### config.mk
export PLATFORM = sky130hd
export DESIGN_NAME = pixbuf_path
export DESIGN_NICKNAME = d
export VERILOG_FILES = /design/src/rtl/pixbuf_pkg.sv /design/src/rtl/pixbuf_swap_ctrl.sv /design/src/rtl/pixbuf_cpu_port.sv /design/src/rtl/pixbuf_router.sv /design/src/rtl/pixbuf_out_reg.sv /design/src/rtl/pixbuf_path.sv
export SDC_FILE = /design/constraint.sdc
export NUM_CORES = 1
export LEC_CHECK = 0
export ABC_AREA = 1
export BUFFER_PORTS_ARGS = -buffer_cell sky130_fd_sc_hd__buf_2
export CORE_AREA = 4 4 70 72
export CTS_CLUSTER_SIZE = 14
export DETAILED_ROUTE_END_ITERATION = 6
export DIE_AREA = 0 0 74 76
export GPL_ROUTABILITY_DRIVEN = 0
export HOLD_SLACK_MARGIN = 0.15
export PLACE_DENSITY_LB_ADDON = 0.15
export SLEW_MARGIN = 20
export SYNTH_ARGS = -nofsm -noshare
export SYNTH_HDL_FRONTEND = slang
export SYNTH_HIERARCHICAL = 1
export SYNTH_SLANG_ARGS = --single-unit
### constraint.sdc
create_clock -name clk -period 1.2 [get_ports clk]
set_clock_uncertainty 0.1 [all_clocks]
set_input_delay 0.06 -clock clk [delete_from_list [all_inputs] [get_ports clk]]
set_output_delay 0.06 -clock clk [all_outputs]
set_load 0.02 [all_outputs]
### src/rtl/pixbuf_pkg.sv
package pixbuf_pkg;

    // Which of the two frame memories is on display.
    typedef enum logic {
        BUF_ZERO = 1'b0,
        BUF_ONE  = 1'b1
    } buf_id_t;

    localparam int NBUF = 2;

endpackage

### src/rtl/pixbuf_swap_ctrl.sv
module pixbuf_swap_ctrl
    import pixbuf_pkg::*;
(
    input  logic    clk,
    input  logic    rst_n,
    input  logic    swap_req,
    input  logic    x_reset,
    input  logic    y_reset,
    output buf_id_t front_id,
    output logic    swap_pending
);

    typedef struct packed {
        buf_id_t front;
        logic    pending;
    } swap_state_t;

    swap_state_t st_d, st_q;
    logic        boundary;

    always_comb begin
        st_d     = st_q;
        boundary = x_reset & y_reset;
        if (st_q.pending && boundary) begin
            // Exchange roles; a request in this clock merges into this swap.
            st_d.front   = (st_q.front == BUF_ZERO) ? BUF_ONE : BUF_ZERO;
            st_d.pending = 1'b0;
        end else if (swap_req) begin
            st_d.pending = 1'b1;
        end
    end

    always_ff @(posedge clk or negedge rst_n) begin
        if (!rst_n) begin
            st_q <= '{front: BUF_ZERO, pending: 1'b0};
        end else begin
            st_q <= st_d;
        end
    end

    assign front_id     = st_q.front;
    assign swap_pending = st_q.pending;

    AST_SWAP_ONLY_AT_BOUNDARY: assert property (@(posedge clk) disable iff (!rst_n)
        (front_id != $past(front_id)) |-> ($past(swap_pending) && $past(x_reset) && $past(y_reset)));

    AST_PENDING_CLEARS: assert property (@(posedge clk) disable iff (!rst_n)
        (swap_pending && x_reset && y_reset) |=> !swap_pending);

    AST_REQUEST_HELD: assert property (@(posedge clk) disable iff (!rst_n)
        (swap_req && !swap_pending) |=> swap_pending);

    AST_NO_EARLY_SWAP: assert property (@(posedge clk) disable iff (!rst_n)
        (swap_pending && !(x_reset && y_reset)) |=> (swap_pending && $stable(front_id)));

endmodule

### src/rtl/pixbuf_cpu_port.sv
module pixbuf_cpu_port #(
    parameter int AW    = 19,
    parameter int HI_W  = 8,
    parameter int PIX_W = 6,
    localparam int LO_W = AW - HI_W
) (
    input  logic             clk,
    input  logic             rst_n,
    input  logic             hi_load,
    input  logic [HI_W-1:0]  hi_data,
    input  logic [LO_W-1:0]  lo_addr,
    input  logic             cpu_rd,
    input  logic [PIX_W-1:0] back_rdata,
    output logic [AW-1:0]    cpu_addr,
    output logic [PIX_W-1:0] cpu_rdata
);

    typedef struct packed {
        logic [HI_W-1:0]  hi;
        logic [PIX_W-1:0] rdata;
    } port_state_t;

    port_state_t st_d, st_q;

    always_comb begin
        st_d = st_q;
        if (hi_load) begin
            st_d.hi = hi_data;
        end
        if (cpu_rd) begin
            st_d.rdata = back_rdata;
        end
    end

    always_ff @(posedge clk or negedge rst_n) begin
        if (!rst_n) begin
            st_q <= '0;
        end else begin
            st_q <= st_d;
        end
    end

    assign cpu_addr  = {st_q.hi, lo_addr};
    assign cpu_rdata = st_q.rdata;

    AST_LATCH_HOLDS: assert property (@(posedge clk) disable iff (!rst_n)
        !hi_load |=> (cpu_addr[AW-1:LO_W] == $past(cpu_addr[AW-1:LO_W])));

    AST_LATCH_LOADS: assert property (@(posedge clk) disable iff (!rst_n)
        hi_load |=> (cpu_addr[AW-1:LO_W] == $past(hi_data)));

    AST_RDATA_HOLDS: assert property (@(posedge clk) disable iff (!rst_n)
        !cpu_rd |=> $stable(cpu_rdata));

endmodule

### src/rtl/pixbuf_router.sv
module pixbuf_router
    import pixbuf_pkg::*;
#(
    parameter int AW    = 19,
    parameter int PIX_W = 6
) (
    input  buf_id_t                     front_id,
    input  logic [AW-1:0]               disp_addr,
    input  logic [AW-1:0]               cpu_addr,
    input  logic                        cpu_wr,
    input  logic [PIX_W-1:0]            cpu_wdata,
    input  logic [NBUF-1:0][PIX_W-1:0]  buf_rdata,
    output logic [NBUF-1:0][AW-1:0]     buf_addr,
    output logic [NBUF-1:0]             buf_we,
    output logic [NBUF-1:0][PIX_W-1:0]  buf_wdata,
    output logic [PIX_W-1:0]            front_rdata,
    output logic [PIX_W-1:0]            back_rdata
);

    logic front_idx;
    assign front_idx = front_id;

    for (genvar i = 0; i < NBUF; i++) begin : g_buf
        localparam logic MY_ID = (i == 1);
        logic is_front;
        assign is_front     = (front_idx == MY_ID);
        assign buf_addr[i]  = is_front ? disp_addr : cpu_addr;
        assign buf_we[i]    = !is_front && cpu_wr;
        assign buf_wdata[i] = cpu_wdata;
    end

    assign front_rdata = buf_rdata[front_idx];
    assign back_rdata  = buf_rdata[!front_idx];

endmodule

### src/rtl/pixbuf_out_reg.sv
module pixbuf_out_reg #(
    parameter int PIX_W = 6
) (
    input  logic             clk,
    input  logic             rst_n,
    input  logic             blank,
    input  logic [PIX_W-1:0] front_rdata,
    output logic [PIX_W-1:0] pix_out
);

    typedef struct packed {
        logic [PIX_W-1:0] pix;
    } out_state_t;

    out_state_t st_d, st_q;

    always_comb begin
        st_d.pix = front_rdata;
        if (blank) begin
            st_d.pix = '0;  // synchronous clear
        end
    end

    always_ff @(posedge clk or negedge rst_n) begin
        if (!rst_n) begin
            st_q <= '0;
        end else begin
            st_q <= st_d;
        end
    end

    assign pix_out = st_q.pix;

    AST_BLANK_IS_BLACK: assert property (@(posedge clk) disable iff (!rst_n)
        blank |=> (pix_out == '0));

    AST_PIXEL_FOLLOWS: assert property (@(posedge clk) disable iff (!rst_n)
        !blank |=> (pix_out == $past(front_rdata)));

endmodule

### src/rtl/pixbuf_path.sv
module pixbuf_path
    import pixbuf_pkg::*;
#(
    parameter int X_W   = 10,
    parameter int Y_W   = 9,
    parameter int PIX_W = 6,
    parameter int HI_W  = 8,
    localparam int AW   = X_W + Y_W,
    localparam int LO_W = AW - HI_W
) (
    input  logic                        clk,
    input  logic                        rst_n,
    input  logic [AW-1:0]               disp_addr,
    input  logic                        x_reset,
    input  logic                        y_reset,
    input  logic                        blank,
    input  logic                        swap_req,
    input  logic                        cpu_hi_load,
    input  logic [HI_W-1:0]             cpu_hi_data,
    input  logic [LO_W-1:0]             cpu_lo_addr,
    input  logic                        cpu_wr,
    input  logic                        cpu_rd,
    input  logic [PIX_W-1:0]            cpu_wdata,
    output logic [PIX_W-1:0]            cpu_rdata,
    output logic [NBUF-1:0][AW-1:0]     buf_addr,
    output logic [NBUF-1:0]             buf_we,
    output logic [NBUF-1:0][PIX_W-1:0]  buf_wdata,
    input  logic [NBUF-1:0][PIX_W-1:0]  buf_rdata,
    output logic [PIX_W-1:0]            pix_out,
    output logic                        front_id,
    output logic                        swap_pending
);

    buf_id_t          front_w;
    logic [AW-1:0]    cpu_addr_w;
    logic [PIX_W-1:0] front_rdata_w;
    logic [PIX_W-1:0] back_rdata_w;

    pixbuf_swap_ctrl u_swap (
        .clk          (clk),
        .rst_n        (rst_n),
        .swap_req     (swap_req),
        .x_reset      (x_reset),
        .y_reset      (y_reset),
        .front_id     (front_w),
        .swap_pending (swap_pending)
    );

    pixbuf_cpu_port #(.AW(AW), .HI_W(HI_W), .PIX_W(PIX_W)) u_cpu (
        .clk        (clk),
        .rst_n      (rst_n),
        .hi_load    (cpu_hi_load),
        .hi_data    (cpu_hi_data),
        .lo_addr    (cpu_lo_addr),
        .cpu_rd     (cpu_rd),
        .back_rdata (back_rdata_w),
        .cpu_addr   (cpu_addr_w),
        .cpu_rdata  (cpu_rdata)
    );

    pixbuf_router #(.AW(AW), .PIX_W(PIX_W)) u_route (
        .front_id    (front_w),
        .disp_addr   (disp_addr),
        .cpu_addr    (cpu_addr_w),
        .cpu_wr      (cpu_wr),
        .cpu_wdata   (cpu_wdata),
        .buf_rdata   (buf_rdata),
        .buf_addr    (buf_addr),
        .buf_we      (buf_we),
        .buf_wdata   (buf_wdata),
        .front_rdata (front_rdata_w),
        .back_rdata  (back_rdata_w)
    );

    pixbuf_out_reg #(.PIX_W(PIX_W)) u_out (
        .clk         (clk),
        .rst_n       (rst_n),
        .blank       (blank),
        .front_rdata (front_rdata_w),
        .pix_out     (pix_out)
    );

    assign front_id = front_w;

    AST_SINGLE_WRITER: assert property (@(posedge clk) disable iff (!rst_n)
        $onehot0(buf_we));

    AST_FRONT_READ_ONLY: assert property (@(posedge clk) disable iff (!rst_n)
        !buf_we[front_id]);

endmodule

### Word level (Yosys, flattened, before mapping)

Index checks and enable logic that the tools add are counted.

| word-level totals | value |
|---|---|
| register bits | 22 |
| output and inout port bits | 66 |

| operators by class | value |
|---|---|
| order comparisons | 2 |
| bitwise logic cells | 1 |
| multiplexer cells | 10 |
| reductions and logical operators | 5 |

Operator list:

| kind | count |
|---|---|
| $mux W19 | 2 |
| $mux W6 | 5 |
| $lt A1 B2 Y1 const B | 2 |
| $logic_and A1 B1 Y1 | 3 |
| $mux W1 | 3 |
| $reduce_bool A2 Y1 | 1 |
| $and A1 B1 Y1 | 1 |
| $logic_not A1 Y1 | 1 |

### Depth between registers and ports, before layout

| depth | value |
|---|---|
| word-level depth | 3 |
| depth in mapped cells | 7 |
| mapped depth without buffers | 5 |

### Modules after synthesis

Netlist, hierarchy kept.

By module, submodules not included:

| module | area an instance (µm²) | cells each | times used |
|---|---|---|---|
| pixbuf_router | 782.0 | 178 | 1 |
| pixbuf_cpu_port | 609.3 | 70 | 1 |
| pixbuf_out_reg | 195.2 | 18 | 1 |
| pixbuf_swap_ctrl | 86.3 | 10 | 1 |

### Least setup slack after synthesis

OpenSTA, ideal clock, no wires.

| timing | value |
|---|---|
| path kind | register to output |
| start | reg u_swap.st_q (netlist bit u_swap/front_id) |
| end | out buf_we[1] |
| slack | -53 ps |
| stages on the path, launching flop included | 4 |
| arrival time | 1093 ps |
| cells stage by stage | dfrtp_1 -> buf_6 -> buf_4 -> nor2_1 |

| between the ends | value |
|---|---|
| longest elaborated chain between the ends | 2 |

RTL lines:

| item | RTL line | RTL |
|---|---|---|
| start: declaration | pixbuf_swap_ctrl.sv:18 | `swap_state_t st_d, st_q;` |
| start signal: assignment | pixbuf_swap_ctrl.sv:35 | `st_q <= '{front: BUF_ZERO, pending: 1'b0};` |
| start signal: assignment | pixbuf_swap_ctrl.sv:37 | `st_q <= st_d;` |
| $logic_not A1 Y1 | pixbuf_router.sv:28 | `assign buf_we[i] = !is_front && cpu_wr;` |
| $logic_and A1 B1 Y1 | pixbuf_router.sv:28 |  |
| end: declaration | pixbuf_path.sv:26 | `output logic [NBUF-1:0] buf_we,` |

Every way passes these cells.

==> results.json <==
{
  "wl_um": 5280,
  "setup.worst_path.end_class": "primary output",
  "yosys.area_share.adder": 0,
  "power.total_uw": 4600,
  "synth_compound_area_frac": 0,
  "final_net_count": 468,
  "cp-start-kind": "flop",
  "leakage_uw": 0.00173,
  "vias_per_cell": 4.39,
  "fin_area_um2": 2870,
  "cts_tree": "yes",
  "die-width_um": 74,
  "ys_types": 11,
  "final_cells": 454,
  "clkSinkCount": 22,
  "hp-class": "in2async",
  "cts_root_buf": "clkbuf_8",
  "whs_ns": 0.209,
  "synth-simple-area-share": 0.466,
  "cts_buffers": 3,
  "worstPathRequired_ns": 1.04,
  "dpl_worst_slack_ns": 0.0775,
  "period_share": 1.17,
  "wl_per_cell_um": 11.6,
  "arrival_ns": 1.25,
  "port_buffers": 112,
  "synth_top_family_by_area": "simple AND/OR/NAND/NOR gates",
  "syn_inst": 276,
  "grt_max_degree": 23,
  "insertion_delay_ns": 0.26,
  "drc": 0,
  "fp.dieH_um": 76,
  "drive_gt1_frac": 0.376,
  "ys_warn_count": 6,
  "dp_cells": 412,
  "drt_iter0_markers": 81,
  "ys_top_cells_by_area": "nand2_1 44%, dfrtp_1 33%, buf_4 13%",
  "vias": 1992,
  "first_pass_iters": 5,
  "min_period_ns": 1.41,
  "drv_cap": 0,
  "grt_pass1_vias": 1855,
  "max-vdd-ir-drop_uv": 1020,
  "fp.coreArea_um2": 4290,
  "power.density_nw_per_um2": 1600,
  "hold_violations": 0,
  "area_delta_synth_final_pct": 71.7,
  "grt_usage": 0.175,
  "grt_antenna_before_repair": 0,
  "place_hpwl_um": 3490,
  "syn-num-nets": 341,
  "path_max_fanout": 11,
  "syn_area_um2": 1670,
  "yosysTopAreaCellShare": 0.440,
  "synth_xor_area_frac": 0,
  "yosys_register_bits": 22,
  "fmax_mhz": 710,
  "n_antenna_cell": 0,
  "status": "complete, but fails checks",
  "detail-route-antenna-nets": 0,
  "crit_type": "reg2out",
  "rsz0062_at_grt": "true",
  "violations": "negative setup slack",
  "drv_slew": 0,
  "io_pins": 131,
  "die_area_um2": 5620,
  "grt_pass1_wl_um": 7910,
  "rows": 24,
  "relSlewSlack": 0.663,
  "start_util": 0.390,
  "h-tree-depth": 1,
  "overflow": 0,
  "synth.area.mux_share": 0,
  "cts_buffer_depth": 2,
  "worstMarginPinSlew_ns": 0.505,
  "syn_avg_cell_area_um2": 6.06,
  "clk_pin_slew_ns": 0.08,
  "final-setup-viol-count": 53,
  "synth_top_area_cell": "nand2_1",
  "yosysSeqAreaShare": 0.329,
  "placed_area_um2": 2100,
  "layout_setup_ws_ns": -0.209
}
[worst max-delay path: stages (launching register included)]
cell and delay [ns]:
dfrtp_2 0.46, buf_6 0.14, buf_12 0.13, nand2_1 0.08
nand2_2 0.06, buf_6 0.13
[placed cells by master, fill, tap and decap left out]
master / count
nand2_1: 178
buf_2: 77
buf_6: 39
dlygate4sd3_1: 33
dfrtp_1: 21
nand2_2: 13
inv_1: 10
nor2_1: 6
nand2_4: 5
clkbuf_8: 4
buf_12: 4
buf_4: 2
inv_2: 2
clkbuf_16: 1
clkinv_4: 1
nor2_4: 1
buf_8: 1
or2_1: 1
nand3_1: 1
nand4_1: 1
dfrtp_2: 1
[state kept, by name (all words and copies together) (netlist names)]
register / count
u_swap/front_id: 1
u_swap/swap_pending: 1
u_cpu/cpu_rdata: 6
u_out/pix_out: 6
u_cpu/cpu_addr: 8
[worst paths after layout]
path                                     from                  to  slack (ns)  cells after the start
min                                     rst_n  u_cpu/cpu_rdata[0]        0.21                      2
max                           u_swap/front_id        buf_addr[36]       -0.21                      5
min in group clk                       cpu_wr           buf_we[0]        0.32                      4
min reg2reg                u_cpu/cpu_rdata[3]  u_cpu/cpu_rdata[3]        0.37                      2
max in group asynchronous               rst_n     u_swap/front_id        0.42                      2
max reg2reg                   u_swap/front_id  u_cpu/cpu_rdata[1]       -0.09                      7
[cell usage after synthesis]
| library cell | n |
|---|---|
| buf_4 | 28 |
| buf_6 | 7 |
| dfrtp_1 | 22 |
| inv_1 | 10 |
| inv_2 | 2 |
| inv_6 | 1 |
| nand2_1 | 196 |
| nand3_1 | 1 |
| nand4_1 | 1 |
| nor2_1 | 7 |
| or2_1 | 1 |
[metrics by stage]
step / setup TNS (ns) / util
5_1_grt: -10.40 / 0.669
6_report: -7.27 / 0.669
3_5_place_dp: 0 / 0.490
2_1_floorplan: 0 / -
4_1_cts: -6.99 / 0.622
3_3_place_gp: 0 / 0.490
[layout make-up]
type | instances | area [µm²]
fill | 380 | 1420
multi-input combinational | 206 | 857
timing repair buffer | 157 | 1290
clock buffer | 4 | 55.1
sequential | 22 | 552
inverter | 13 | 53.8
tap | 52 | 65.1
[cells by family (layout without fill, tap and decap cells)]
kind of cell / after synthesis / in the layout
buffers and inverters: 48 / 174
flip-flops: 22 / 22
AND/OR/NAND/NOR: 206 / 206
[routing by layer]
layer,global-route usage,vias to the layer above,share of wire
met2,0.326,75,0.53
met3,0.0356,12,0.068
met5,0,-,0
li1,-,1042,-
met1,0.191,863,0.38
met4,0.0525,0,0.022
[what timing repair did]
action	CTS	global route
hold buffers	33	0
pin swaps	0	8
resized for setup	56	47
buffers inserted	1	2
endpoints found under the setup margin	41	47
cloned	0	2
hold endpoints to repair	56	0
[report_power, final]
part | internal, µW | total (µW) | switching, µW
clock | 292 | 525 | 233
combinational | 1440 | 3140 | 1700
sequential | 858 | 938 | 79.8
total | 2590 | 4600 | 2020
Power figures use the tool's default switching activity.
